[src/rtl/vec_intc_pkg.sv]
package vec_intc_pkg;
  localparam int BANKS     = 3;
  localparam int BANK_W    = 32;
  localparam int NSRC      = BANKS * BANK_W;
  localparam int PRIO_W    = 2;
  localparam int DATA_W    = 32;
  localparam int ADDR_W    = 8;
  localparam int PER_PRIO  = DATA_W / PRIO_W;
  localparam int PRIO_REGS = (NSRC + PER_PRIO - 1) / PER_PRIO;
  localparam int IDX_W     = $clog2(NSRC);
  localparam int SELIDX_W  = 3;

  typedef enum logic [3:0] {
    K_NONE, K_VEC, K_BASE, K_PROT, K_NMI, K_IPEND, K_FPEND,
    K_SEL, K_EN, K_MASK, K_RESP, K_PRIO
  } regKind_e;

  typedef struct packed {
    logic                wr;
    logic                rd;
    regKind_e            kind;
    logic [SELIDX_W-1:0] idx;
  } busStrobe_t;
endpackage

[src/rtl/vec_intc_ctrl.sv]
module vec_intc_ctrl
  import vec_intc_pkg::*;
(
  input  logic [ADDR_W-1:0] busAddr,
  input  logic              busWr,
  input  logic              busRd,
  output busStrobe_t        strb
);
  logic bankOk;
  logic prioOk;

  assign bankOk = int'(busAddr[3:2]) < BANKS;
  assign prioOk = int'(busAddr[4:2]) < PRIO_REGS;

  always_comb begin
    strb.wr   = busWr;
    strb.rd   = busRd;
    strb.kind = K_NONE;
    strb.idx  = {1'b0, busAddr[3:2]};
    if (busAddr[1:0] == 2'b00) begin
      unique case (busAddr[7:4])
        4'h0: begin
          unique case (busAddr[3:2])
            2'd0: strb.kind = K_VEC;
            2'd1: strb.kind = K_BASE;
            2'd2: strb.kind = K_PROT;
            default: strb.kind = K_NMI;
          endcase
        end
        4'h1: if (bankOk) strb.kind = K_IPEND;
        4'h2: if (bankOk) strb.kind = K_FPEND;
        4'h3: if (bankOk) strb.kind = K_SEL;
        4'h4: if (bankOk) strb.kind = K_EN;
        4'h5: if (bankOk) strb.kind = K_MASK;
        4'h6: if (bankOk) strb.kind = K_RESP;
        4'h8, 4'h9: begin
          if (prioOk) begin
            strb.kind = K_PRIO;
            strb.idx  = busAddr[4:2];
          end
        end
        default: strb.kind = K_NONE;
      endcase
    end
  end
endmodule

[src/rtl/vec_intc_arb.sv]
module vec_intc_arb
  import vec_intc_pkg::*;
(
  input  logic [NSRC-1:0]        elig,
  input  logic [PRIO_W*NSRC-1:0] prioFlat,
  output logic                   winValid,
  output logic [IDX_W-1:0]       winIdx
);
  logic [PRIO_W-1:0] bestPrio;

  always_comb begin
    winValid = 1'b0;
    winIdx   = '0;
    bestPrio = '0;
    // ascending scan, strict compare: equal fields keep the lower number
    for (int i = 0; i < NSRC; i++) begin
      if (elig[i] && (!winValid || prioFlat[PRIO_W*i +: PRIO_W] > bestPrio)) begin
        winValid = 1'b1;
        winIdx   = IDX_W'(i);
        bestPrio = prioFlat[PRIO_W*i +: PRIO_W];
      end
    end
  end
endmodule

[src/rtl/vec_intc_regs.sv]
module vec_intc_regs
  import vec_intc_pkg::*;
(
  input  logic                   clk,
  input  logic                   rst_n,
  input  busStrobe_t             strb,
  input  logic [DATA_W-1:0]      wdata,
  input  logic [NSRC-1:0]        src,
  input  logic                   winValid,
  input  logic [IDX_W-1:0]       winIdx,
  output logic [DATA_W-1:0]      rdata,
  output logic [NSRC-1:0]        eligIrq,
  output logic [NSRC-1:0]        eligFiq,
  output logic [PRIO_W*NSRC-1:0] prioFlat,
  output logic                   irqOut,
  output logic                   fiqOut
);
  logic [DATA_W-1:0] baseQ, protQ, nmiQ;
  logic [BANKS-1:0][BANK_W-1:0] selQ, enQ, maskQ, respQ, clrB;
  logic [PRIO_REGS-1:0][DATA_W-1:0] prioQ;
  logic [NSRC-1:0] pendQ, pendD, selF, enF, maskF, clrF, eligF;
  logic [PRIO_REGS*DATA_W-1:0] prioAll;
  logic [DATA_W-1:0] rdNext;
  logic doWr;

  assign doWr    = strb.wr && (strb.kind != K_NONE);
  assign selF    = selQ;
  assign enF     = enQ;
  assign maskF   = maskQ;
  assign prioAll = prioQ;
  assign prioFlat = prioAll[PRIO_W*NSRC-1:0];

  // write-one-to-clear, limited to bits routed to the written register
  always_comb begin
    for (int b = 0; b < BANKS; b++) begin
      clrB[b] = '0;
      if (doWr && strb.idx == SELIDX_W'(b)) begin
        if (strb.kind == K_IPEND) clrB[b] = wdata & ~selQ[b];
        if (strb.kind == K_FPEND) clrB[b] = wdata & selQ[b];
      end
    end
  end
  assign clrF  = clrB;
  assign pendD = (pendQ & ~clrF) | (src & enF);

  always_comb begin
    eligF    = pendQ & enF & ~maskF;
    eligF[0] = 1'b0;
  end
  assign eligIrq = eligF & ~selF;
  assign eligFiq = eligF & selF;
  assign irqOut  = |eligIrq;
  assign fiqOut  = |eligFiq;

  always_ff @(posedge clk or negedge rst_n) begin
    if (!rst_n) begin
      baseQ <= '0;
      protQ <= '0;
      nmiQ  <= '0;
      selQ  <= '0;
      enQ   <= '0;
      maskQ <= '0;
      respQ <= '0;
      prioQ <= '0;
      pendQ <= '0;
    end else begin
      pendQ <= pendD;
      if (doWr) begin
        case (strb.kind)
          K_BASE: baseQ <= wdata;
          K_PROT: protQ <= wdata;
          K_NMI:  nmiQ  <= wdata;
          default: ;
        endcase
        for (int b = 0; b < BANKS; b++) begin
          if (strb.idx == SELIDX_W'(b)) begin
            case (strb.kind)
              K_SEL:  selQ[b]  <= wdata;
              K_EN:   enQ[b]   <= wdata;
              K_MASK: maskQ[b] <= wdata;
              K_RESP: respQ[b] <= wdata;
              default: ;
            endcase
          end
        end
        for (int p = 0; p < PRIO_REGS; p++) begin
          if (strb.kind == K_PRIO && strb.idx == SELIDX_W'(p)) prioQ[p] <= wdata;
        end
      end
    end
  end

  always_comb begin
    rdNext = '0;
    case (strb.kind)
      K_VEC:  rdNext = winValid ? DATA_W'({winIdx, 2'b00}) : '0;
      K_BASE: rdNext = baseQ;
      K_PROT: rdNext = protQ;
      K_NMI:  rdNext = nmiQ;
      default: ;
    endcase
    for (int b = 0; b < BANKS; b++) begin
      if (strb.idx == SELIDX_W'(b)) begin
        case (strb.kind)
          K_IPEND: rdNext = pendQ[BANK_W*b +: BANK_W] & ~selQ[b];
          K_FPEND: rdNext = pendQ[BANK_W*b +: BANK_W] & selQ[b];
          K_SEL:   rdNext = selQ[b];
          K_EN:    rdNext = enQ[b];
          K_MASK:  rdNext = maskQ[b];
          K_RESP:  rdNext = respQ[b];
          default: ;
        endcase
      end
    end
    for (int p = 0; p < PRIO_REGS; p++) begin
      if (strb.kind == K_PRIO && strb.idx == SELIDX_W'(p)) rdNext = prioQ[p];
    end
  end

  always_ff @(posedge clk or negedge rst_n) begin
    if (!rst_n)       rdata <= '0;
    else if (strb.rd) rdata <= rdNext;
  end
endmodule

[src/rtl/vec_intc.sv]
module vec_intc
  import vec_intc_pkg::*;
(
  input  logic              clk,
  input  logic              rst_n,
  input  logic [ADDR_W-1:0] bus_addr,
  input  logic              bus_wr,
  input  logic [DATA_W-1:0] bus_wdata,
  input  logic              bus_rd,
  output logic [DATA_W-1:0] bus_rdata,
  input  logic [NSRC-1:0]   src_i,
  output logic              irq_o,
  output logic              fiq_o
);
  busStrobe_t              strb;
  logic [NSRC-1:0]         eligIrq, eligFiq;
  logic [PRIO_W*NSRC-1:0]  prioFlat;
  logic                    winValid;
  logic [IDX_W-1:0]        winIdx;

  vec_intc_ctrl u_ctrl (
    .busAddr(bus_addr), .busWr(bus_wr), .busRd(bus_rd), .strb(strb)
  );

  vec_intc_regs u_regs (
    .clk(clk), .rst_n(rst_n), .strb(strb), .wdata(bus_wdata), .src(src_i),
    .winValid(winValid), .winIdx(winIdx), .rdata(bus_rdata),
    .eligIrq(eligIrq), .eligFiq(eligFiq), .prioFlat(prioFlat),
    .irqOut(irq_o), .fiqOut(fiq_o)
  );

  vec_intc_arb u_arb (
    .elig(eligIrq), .prioFlat(prioFlat), .winValid(winValid), .winIdx(winIdx)
  );
endmodule

[config.mk]
export PLATFORM = sky130hd
export DESIGN_NAME = vec_intc
export DESIGN_NICKNAME = d
export VERILOG_FILES = /design/src/rtl/vec_intc_pkg.sv /design/src/rtl/vec_intc_ctrl.sv /design/src/rtl/vec_intc_arb.sv /design/src/rtl/vec_intc_regs.sv /design/src/rtl/vec_intc.sv
export SDC_FILE = /design/constraint.sdc
export NUM_CORES = 2
export LEC_CHECK = 0
export ABC_AREA = 1
export CAP_MARGIN = 10
export CORE_ASPECT_RATIO = 0.7
export CORE_MARGIN = 5
export CORE_UTILIZATION = 62
export CTS_CLUSTER_DIAMETER = 200
export CTS_CLUSTER_SIZE = 40
export DETAILED_ROUTE_END_ITERATION = 7
export PLACE_DENSITY_LB_ADDON = 0.15
export SLEW_MARGIN = 20
export SYNTH_ARGS = -nofsm -noshare
export SYNTH_HDL_FRONTEND = slang
export SYNTH_SLANG_ARGS = --single-unit
[constraint.sdc]
create_clock -name clk -period 126.8 [get_ports clk]
set_input_delay 12.68 -clock clk [delete_from_list [all_inputs] [get_ports clk]]
set_output_delay 12.68 -clock clk [all_outputs]
set_load 0.01 [all_outputs]
======== Word level (Yosys, flattened, before mapping) ========
Cells that the tools add are included.
Widths: inputs -> output; s select.
word-level totals
  flip-flop bits (word level) ............. 800
  input bits .............................. 140
  word-level logic and storage cells ...... 815
operators by class
  order comparisons ....................... 97
  eq/ne operators ......................... 26
  muxes and demuxes ....................... 320
  bitwise logic cells ..................... 25
  reductions and logical operators ........ 324
operators by type and width
  operator            count
  $and 96x96->96      6
  $mux 32             18
  $pmux 32 s6         3
  $and 32x32->32      12
  $not 96->96         3
  $mux 7              34
  $mux 2              97
  $mux 6              32
  $reduce_or 96->1    2
  $gt 2x2->1          95
  $pmux 32 s4         1
  $logic_and 1x1->1   105
  $mux 1              97
  $not 32->32         3
  $or 96x96->96       1
  $logic_not 1->1     95
  $logic_or 1x1->1    95
  $mux 5              16
  $mux 4              11
  $reduce_and 3->1    12
  $pmux 4 s8          1
  $eq 4x3->1 const B  7
  $eq 4x4->1 const B  6
  $mux 3              8
  other kinds (17)    32

======== Longest topological paths before layout ========
  depth after elaboration ................. 398
  gate-level depth with buffers ........... 729

======== Cells and area by module ========
From an unflattened synthesis, not the netlist that was laid out.
unflattened totals
  cells, all modules ...................... 6801
  area, all modules ....................... 48442.7 um2
modules (own cells, without submodules)
  module         instances  cells an instance  area each (um2)  seq. area each (um2)
  vec_intc_regs  1          4973               39206.4          20019.2
  vec_intc_arb   1          1778               8966.1           0.0
  vec_intc_ctrl  1          50                 270.3            0.0

======== Least setup slack after synthesis ========
OpenSTA, ideal clock, no wires.
  path type ............................... register to register
  from .................................... register u_regs.maskQ (netlist bit u_regs.maskF[1])
  to ...................................... register u_regs.rdata[8]
  setup time .............................. 0.120 ns
  arrival ................................. 92.277 ns
  required time ........................... 126.680 ns
  setup slack ............................. 34.403 ns
  stages on the path, launching flop included .. 634
  cells stage by stage .................... dfrtp_1 inv_1 nand3_1 nor2_1 nand2_1 ha_1 nand2_1 nand2_1 nand2_1 nand2_1 nand2_1 nand2_1 and2_1 ha_1 inv_1 nor2_1 o21ai_4 nand2_1 [... 598 more ...] o21ai_0 nand2_1 inv_1 nand3_1 nor3_1 nand4_1 nor2_1 nand2_1 nand2_1 nand3_1 nand3_1 nand2_1 nand3_1 nand3_1 nand3_1 o21ai_1 o21ai_1 nand2_1
on the way
  longest elaborated chain between the ends .. 395
ends and longest elaborated chain
  what                                                  line                  source
  from (decl)                                           vec_intc_regs.sv:19   logic [BANKS-1:0][BANK_W-1:0] selQ, enQ, maskQ, respQ, clrB;
  from (signal, indexed assignment)                     vec_intc_regs.sv:80   K_MASK: maskQ[b] <= wdata;
  $not 96->96 (*)                                       vec_intc_regs.sv:47   eligF = pendQ & enF & ~maskF;
  $and 96x96->96 (*)                                    vec_intc_regs.sv:47
  $and 96x96->96 (*)                                    vec_intc_regs.sv:50   assign eligIrq = eligF & ~selF;
  $logic_and 1x1->1 (*)                                 vec_intc_arb.sv:17    if (elig[i] && (!winValid || prioFlat[PRIO_W*i +: PRIO_W] > bestPrio)) begin
  $mux 2 / $mux 1 (equally long branches)               vec_intc_arb.sv:17
  $gt 2x2->1 / $logic_not 1->1 (equally long branches)  vec_intc_arb.sv:17
  $logic_or 1x1->1                                      vec_intc_arb.sv:17
  $logic_and 1x1->1                                     vec_intc_arb.sv:17
  [... 374 more ...]                                    --
  $pmux 32 s4 (*)                                       vec_intc_regs.sv:95   case (strb.kind)
  $pmux 32 s6                                           vec_intc_regs.sv:104  case (strb.kind)
  $mux 32 (*)                                           vec_intc_regs.sv:103  if (strb.idx == SELIDX_W'(b)) begin
  $pmux 32 s6                                           vec_intc_regs.sv:104
  $mux 32 (*)                                           vec_intc_regs.sv:103
  $pmux 32 s6                                           vec_intc_regs.sv:104
  $mux 32 (*)                                           vec_intc_regs.sv:103
  $mux 32 (*) (6 in a row)                              vec_intc_regs.sv:116  if (strb.kind == K_PRIO && strb.idx == SELIDX_W'(p)) rdNext = prioQ[p];
  to (signal assigned)                                  vec_intc_regs.sv:122  else if (strb.rd) rdata <= rdNext;
  to (decl)                                             vec_intc_regs.sv:11   output logic [DATA_W-1:0] rdata,
Every way passes the cells marked *; elsewhere a longest branch is shown, timed or not.
A chain may end at the register's enable or synchronous reset.

======== Worst setup path after layout ========
  from .................................... register u_regs.enQ (netlist bit u_regs.enF[1])
  to ...................................... register u_regs.rdata[6]
on the way
  longest elaborated chain between the ends .. 395
ends and longest elaborated chain
  what                                                  line                  source
  from (decl)                                           vec_intc_regs.sv:19
  from (signal, indexed assignment)                     vec_intc_regs.sv:79   K_EN: enQ[b] <= wdata;
  $and 96x96->96 (*) (2 in a row)                       vec_intc_regs.sv:47
  $and 96x96->96 (*)                                    vec_intc_regs.sv:50
  $logic_and 1x1->1 (*)                                 vec_intc_arb.sv:17
  $mux 2 / $mux 1 (equally long branches)               vec_intc_arb.sv:17
  $gt 2x2->1 / $logic_not 1->1 (equally long branches)  vec_intc_arb.sv:17
  $logic_or 1x1->1                                      vec_intc_arb.sv:17
  $logic_and 1x1->1                                     vec_intc_arb.sv:17
  $mux 2 / $mux 1 (equally long branches)               vec_intc_arb.sv:17
  [... 373 more ...]                                    --
  $pmux 32 s4 (*)                                       vec_intc_regs.sv:95
  $pmux 32 s6                                           vec_intc_regs.sv:104
  $mux 32 (*)                                           vec_intc_regs.sv:103
  $pmux 32 s6                                           vec_intc_regs.sv:104
  $mux 32 (*)                                           vec_intc_regs.sv:103
  $pmux 32 s6                                           vec_intc_regs.sv:104
  $mux 32 (*)                                           vec_intc_regs.sv:103
  $mux 32 (*) (6 in a row)                              vec_intc_regs.sv:116
Marked as above.

==> run summary <==
io pins = 174
area of the multi-input gates = 22900 µm²
synth unique cells = 66
hold buffers post-CTS = 0
worst skew pair latency = 0.70 ns
Power Density = 10.5 nW/µm²
Placed Cells = 7185
Critical path origin = u_regs.enF[1]
clock-pin slew on the worst setup and hold paths = 0.17 ns
Worst Hold End = u_regs.baseQ[0]
path depth of the worst reg2reg path = 627
Crit Path Category = reg2reg
Worst IR Drop VDD = 0.0105 mV
CP max stage cell = o21ai_0
Nets = 6467
Max Freq = 0.00896 GHz
Final Core Density = 66.3%
CP most frequent cell = nand2_2
dpl hpwl = 138000 µm
EDFF count, synth = 0
Initial Util = 62.4%
fin crit period = 111.59 ns
input/output buffers = 173
FP Rows = 84
hold crit path type = reg2reg
final hold violations = 0
placed cell area = 49000 µm²
vias in the first global route = 42.1k
Worst EP required = 127.37 ns
Syn-to-layout area delta = 6.17%
Core Footprint = 74900 µm²
die footprint = 81200 µm²
Resize count post-CTS = 0
CP endpoint kind = register
antenna-violating nets left = 0
Finished Layout Cells = 7213
run status = finished, final reports clean
First DRT Iteration DRCs = 8395
Final Routed Wirelength = 190000 µm
H-tree depth = 1
Seq cells post-synth = 800
via count = 47.1k
grt met1 use = 65.5%
r2r endpoint = u_regs.rdata[6]
gr busiest metal = met1
gr ovfl total = 0
GRT Total Usage = 45.6%
CTS root buf = clkbuf_16
CTS tree = done
Final setup viols = 0
# DRC = 0
final worst slack = 15.21 ns
Worst slew margin = 12.3%
total negative slack = 0 ns
worst hold start = u_regs.baseQ[0]
max-cap violation count = 0
setup slack, reg-to-reg = 15.21 ns
RSZ-0062 raised after global routing = no
CTS buffer count = 23
drt pass-1 iters = 7
wire length per cell = 26.3 µm
Mapped Cells = 6269
Avg Inst Size Synth = 7.46 µm²
Yosys Warn Count = 0
prevailing post-synth register cell = dfrtp_1
clk sinks = 800
grt met3 use = 19.4%
Die Ht = 240 µm
Least-Margin Pin Slew = 1.31 ns
Final Cell Area = 49700 µm²
FF/Latch Area = 20000 µm²
register area share after synthesis = 42.8%
crit start category = register
CTS Buffer Depth = 3
Final Skew = 0.0674 ns
Async SR Flop Fraction = 100%
initial antenna violation count = 7
fillers = 6606
worst r2r src = u_regs.enF[1]
Critical Path Fanout Max = 11
GPL Wtd Cong = 1.08
Placement Setup Slack = 18.51 ns
Syn Std Cell Area = 46800 µm²
Chip Width = 338 µm
P_leak = 22.6 nW
final worst path period share = 88.0%
syn nets = 6515
global-route wire length before repair = 278000 µm
post-DR vias/cell = 6.53
layout cells sized above 1 = 7.49%
Post-CTS Setup Bufs = 0
Final Max Tran Viols = 0
Worst path max stage delay = 0.79 ns
largest net degree at the start of global routing = 159
Worst Hold Depth = 2
CP arrival = 112.16 ns
GR Util met2 = 59.1%
==> cells in the mapped netlist, types with 78 or more instances <==
library cell / n / share of area [%]
a21oi_1: 142 / 1.5
a22oi_1: 78 / 1.3
clkbuf_1: 272 / 2.2
dfrtp_1: 800 / 43
ha_1: 106 / 2.8
inv_1: 657 / 5.3
nand2_1: 1519 / 12
nand2_2: 236 / 3.2
nand3_1: 290 / 3.1
nand4_1: 125 / 1.7
nor2_1: 251 / 2.0
nor3_1: 119 / 1.3
o21ai_0: 1176 / 13
==> routing by layer <==
| layer | wire length (µm) | part of all wire, % |
|---|---|---|
| met1 | 75100 | 40 |
| met2 | 70500 | 37 |
| met3 | 32900 | 17 |
| met4 | 11100 | 5.9 |
| met5 | 47 | 0.025 |
==> power breakdown <==
part	switching (mW)	internal [mW]	total, mW
Combinational	0.0921	0.0446	0.137
Clock	0.0801	0.0332	0.113
Sequential	0.00783	0.264	0.272
Total	0.180	0.342	0.522
==> kinds of logic (layout without fill, tap and decap cells) <==
kind of cell               count (synthesis)  in the layout  share of synthesized area [%]
AOI/OAI and AO/OA                       1736           1736                           21.0
adders and majority gates                106            106                           2.83
buffers and inverters                    997            948                           8.60
DFF                                      800            800                           42.8
other                                      0              4                              0
and+or+nand+nor                         2630           2630                           24.8
==> cells in the final DEF, fill, tap and decap left out, types with 10 or more instances in the layout <==
cell             netlist  routed
ha_1                 106     106
nor4_1                25      20
o221ai_1              18      18
nand3_1              290     290
nor3_1               119     117
nand2_2              236     253
o21ai_0             1176    1176
clkdlybuf4s50_1        0     172
o211ai_1              55      55
clkbuf_16              0      23
o22ai_1               43      42
nand2_1             1519    1498
a22o_1                27      27
a31oi_1               24      24
nand4_1              125     125
buf_4                  2      70
inv_2                 11      18
o31ai_1               27      27
a22oi_1               78      78
nor2_1               251     239
inv_1                657     648
a221oi_1              49      49
a211oi_1              15      15
dfrtp_1              800     800
o2111ai_1             14      14
nor2_2                 4      10
or2_2                 36      36
o21ai_1               13      13
a21oi_1              142     142
==> worst max-delay path, delay by kind of cell, from the launching register on <==
family,cells,cell delay (ns)
and+or+nand+nor,313,38.26
adders and majority gates,94,27.95
buffers and inverters,50,3.78
DFF,1,0.47
AOI/OAI and AO/OA,170,40.94
==> metrics by stage <==
step | hold slack [ns] | total power [mW]
finish | 0.501 | 0.522
global route | 0.522 | 0.540
CTS | 0.503 | 0.513
detailed placement | 0.466 | 0.406
global placement | 0.462 | 0.405
floorplan | 0.449 | 0.358
==> worst max path at each step <==
stage                      endpoint  slack, ns  cells after the start
CTS                 u_regs.rdata[6]      18.13                    628
global route        u_regs.rdata[6]       5.46                    630
floorplan           u_regs.rdata[8]      34.40                    633
global placement    u_regs.rdata[6]      23.10                    629
detailed placement  u_regs.rdata[6]      18.51                    628
finish              u_regs.rdata[6]      15.21                    627
==> area by class of cell <==
class | count | area share (%)
Multi-Input combinational cell | 4472 | 46.2
Sequential cell | 800 | 40.3
Inverter | 680 | 5.24
Timing Repair Buffer | 244 | 4.59
Tap cell | 989 | 2.49
Clock buffer | 23 | 1.16
Antenna cell | 4 | 0.0201
Clock inverter | 1 | 0.0176
==> flip-flops by register name (all words and copies together) (netlist names) <==
| name | cells |
|---|---|
| u_regs.maskF | 96 |
| u_regs.rdata | 32 |
| u_regs.protQ | 32 |
| u_regs.respQ | 96 |
| u_regs.nmiQ | 32 |
| u_regs.prioFlat | 192 |
| u_regs.enF | 96 |
| u_regs.pendQ | 96 |
| u_regs.selF | 96 |
| u_regs.baseQ | 32 |
(Power assumes the default switching activity.)
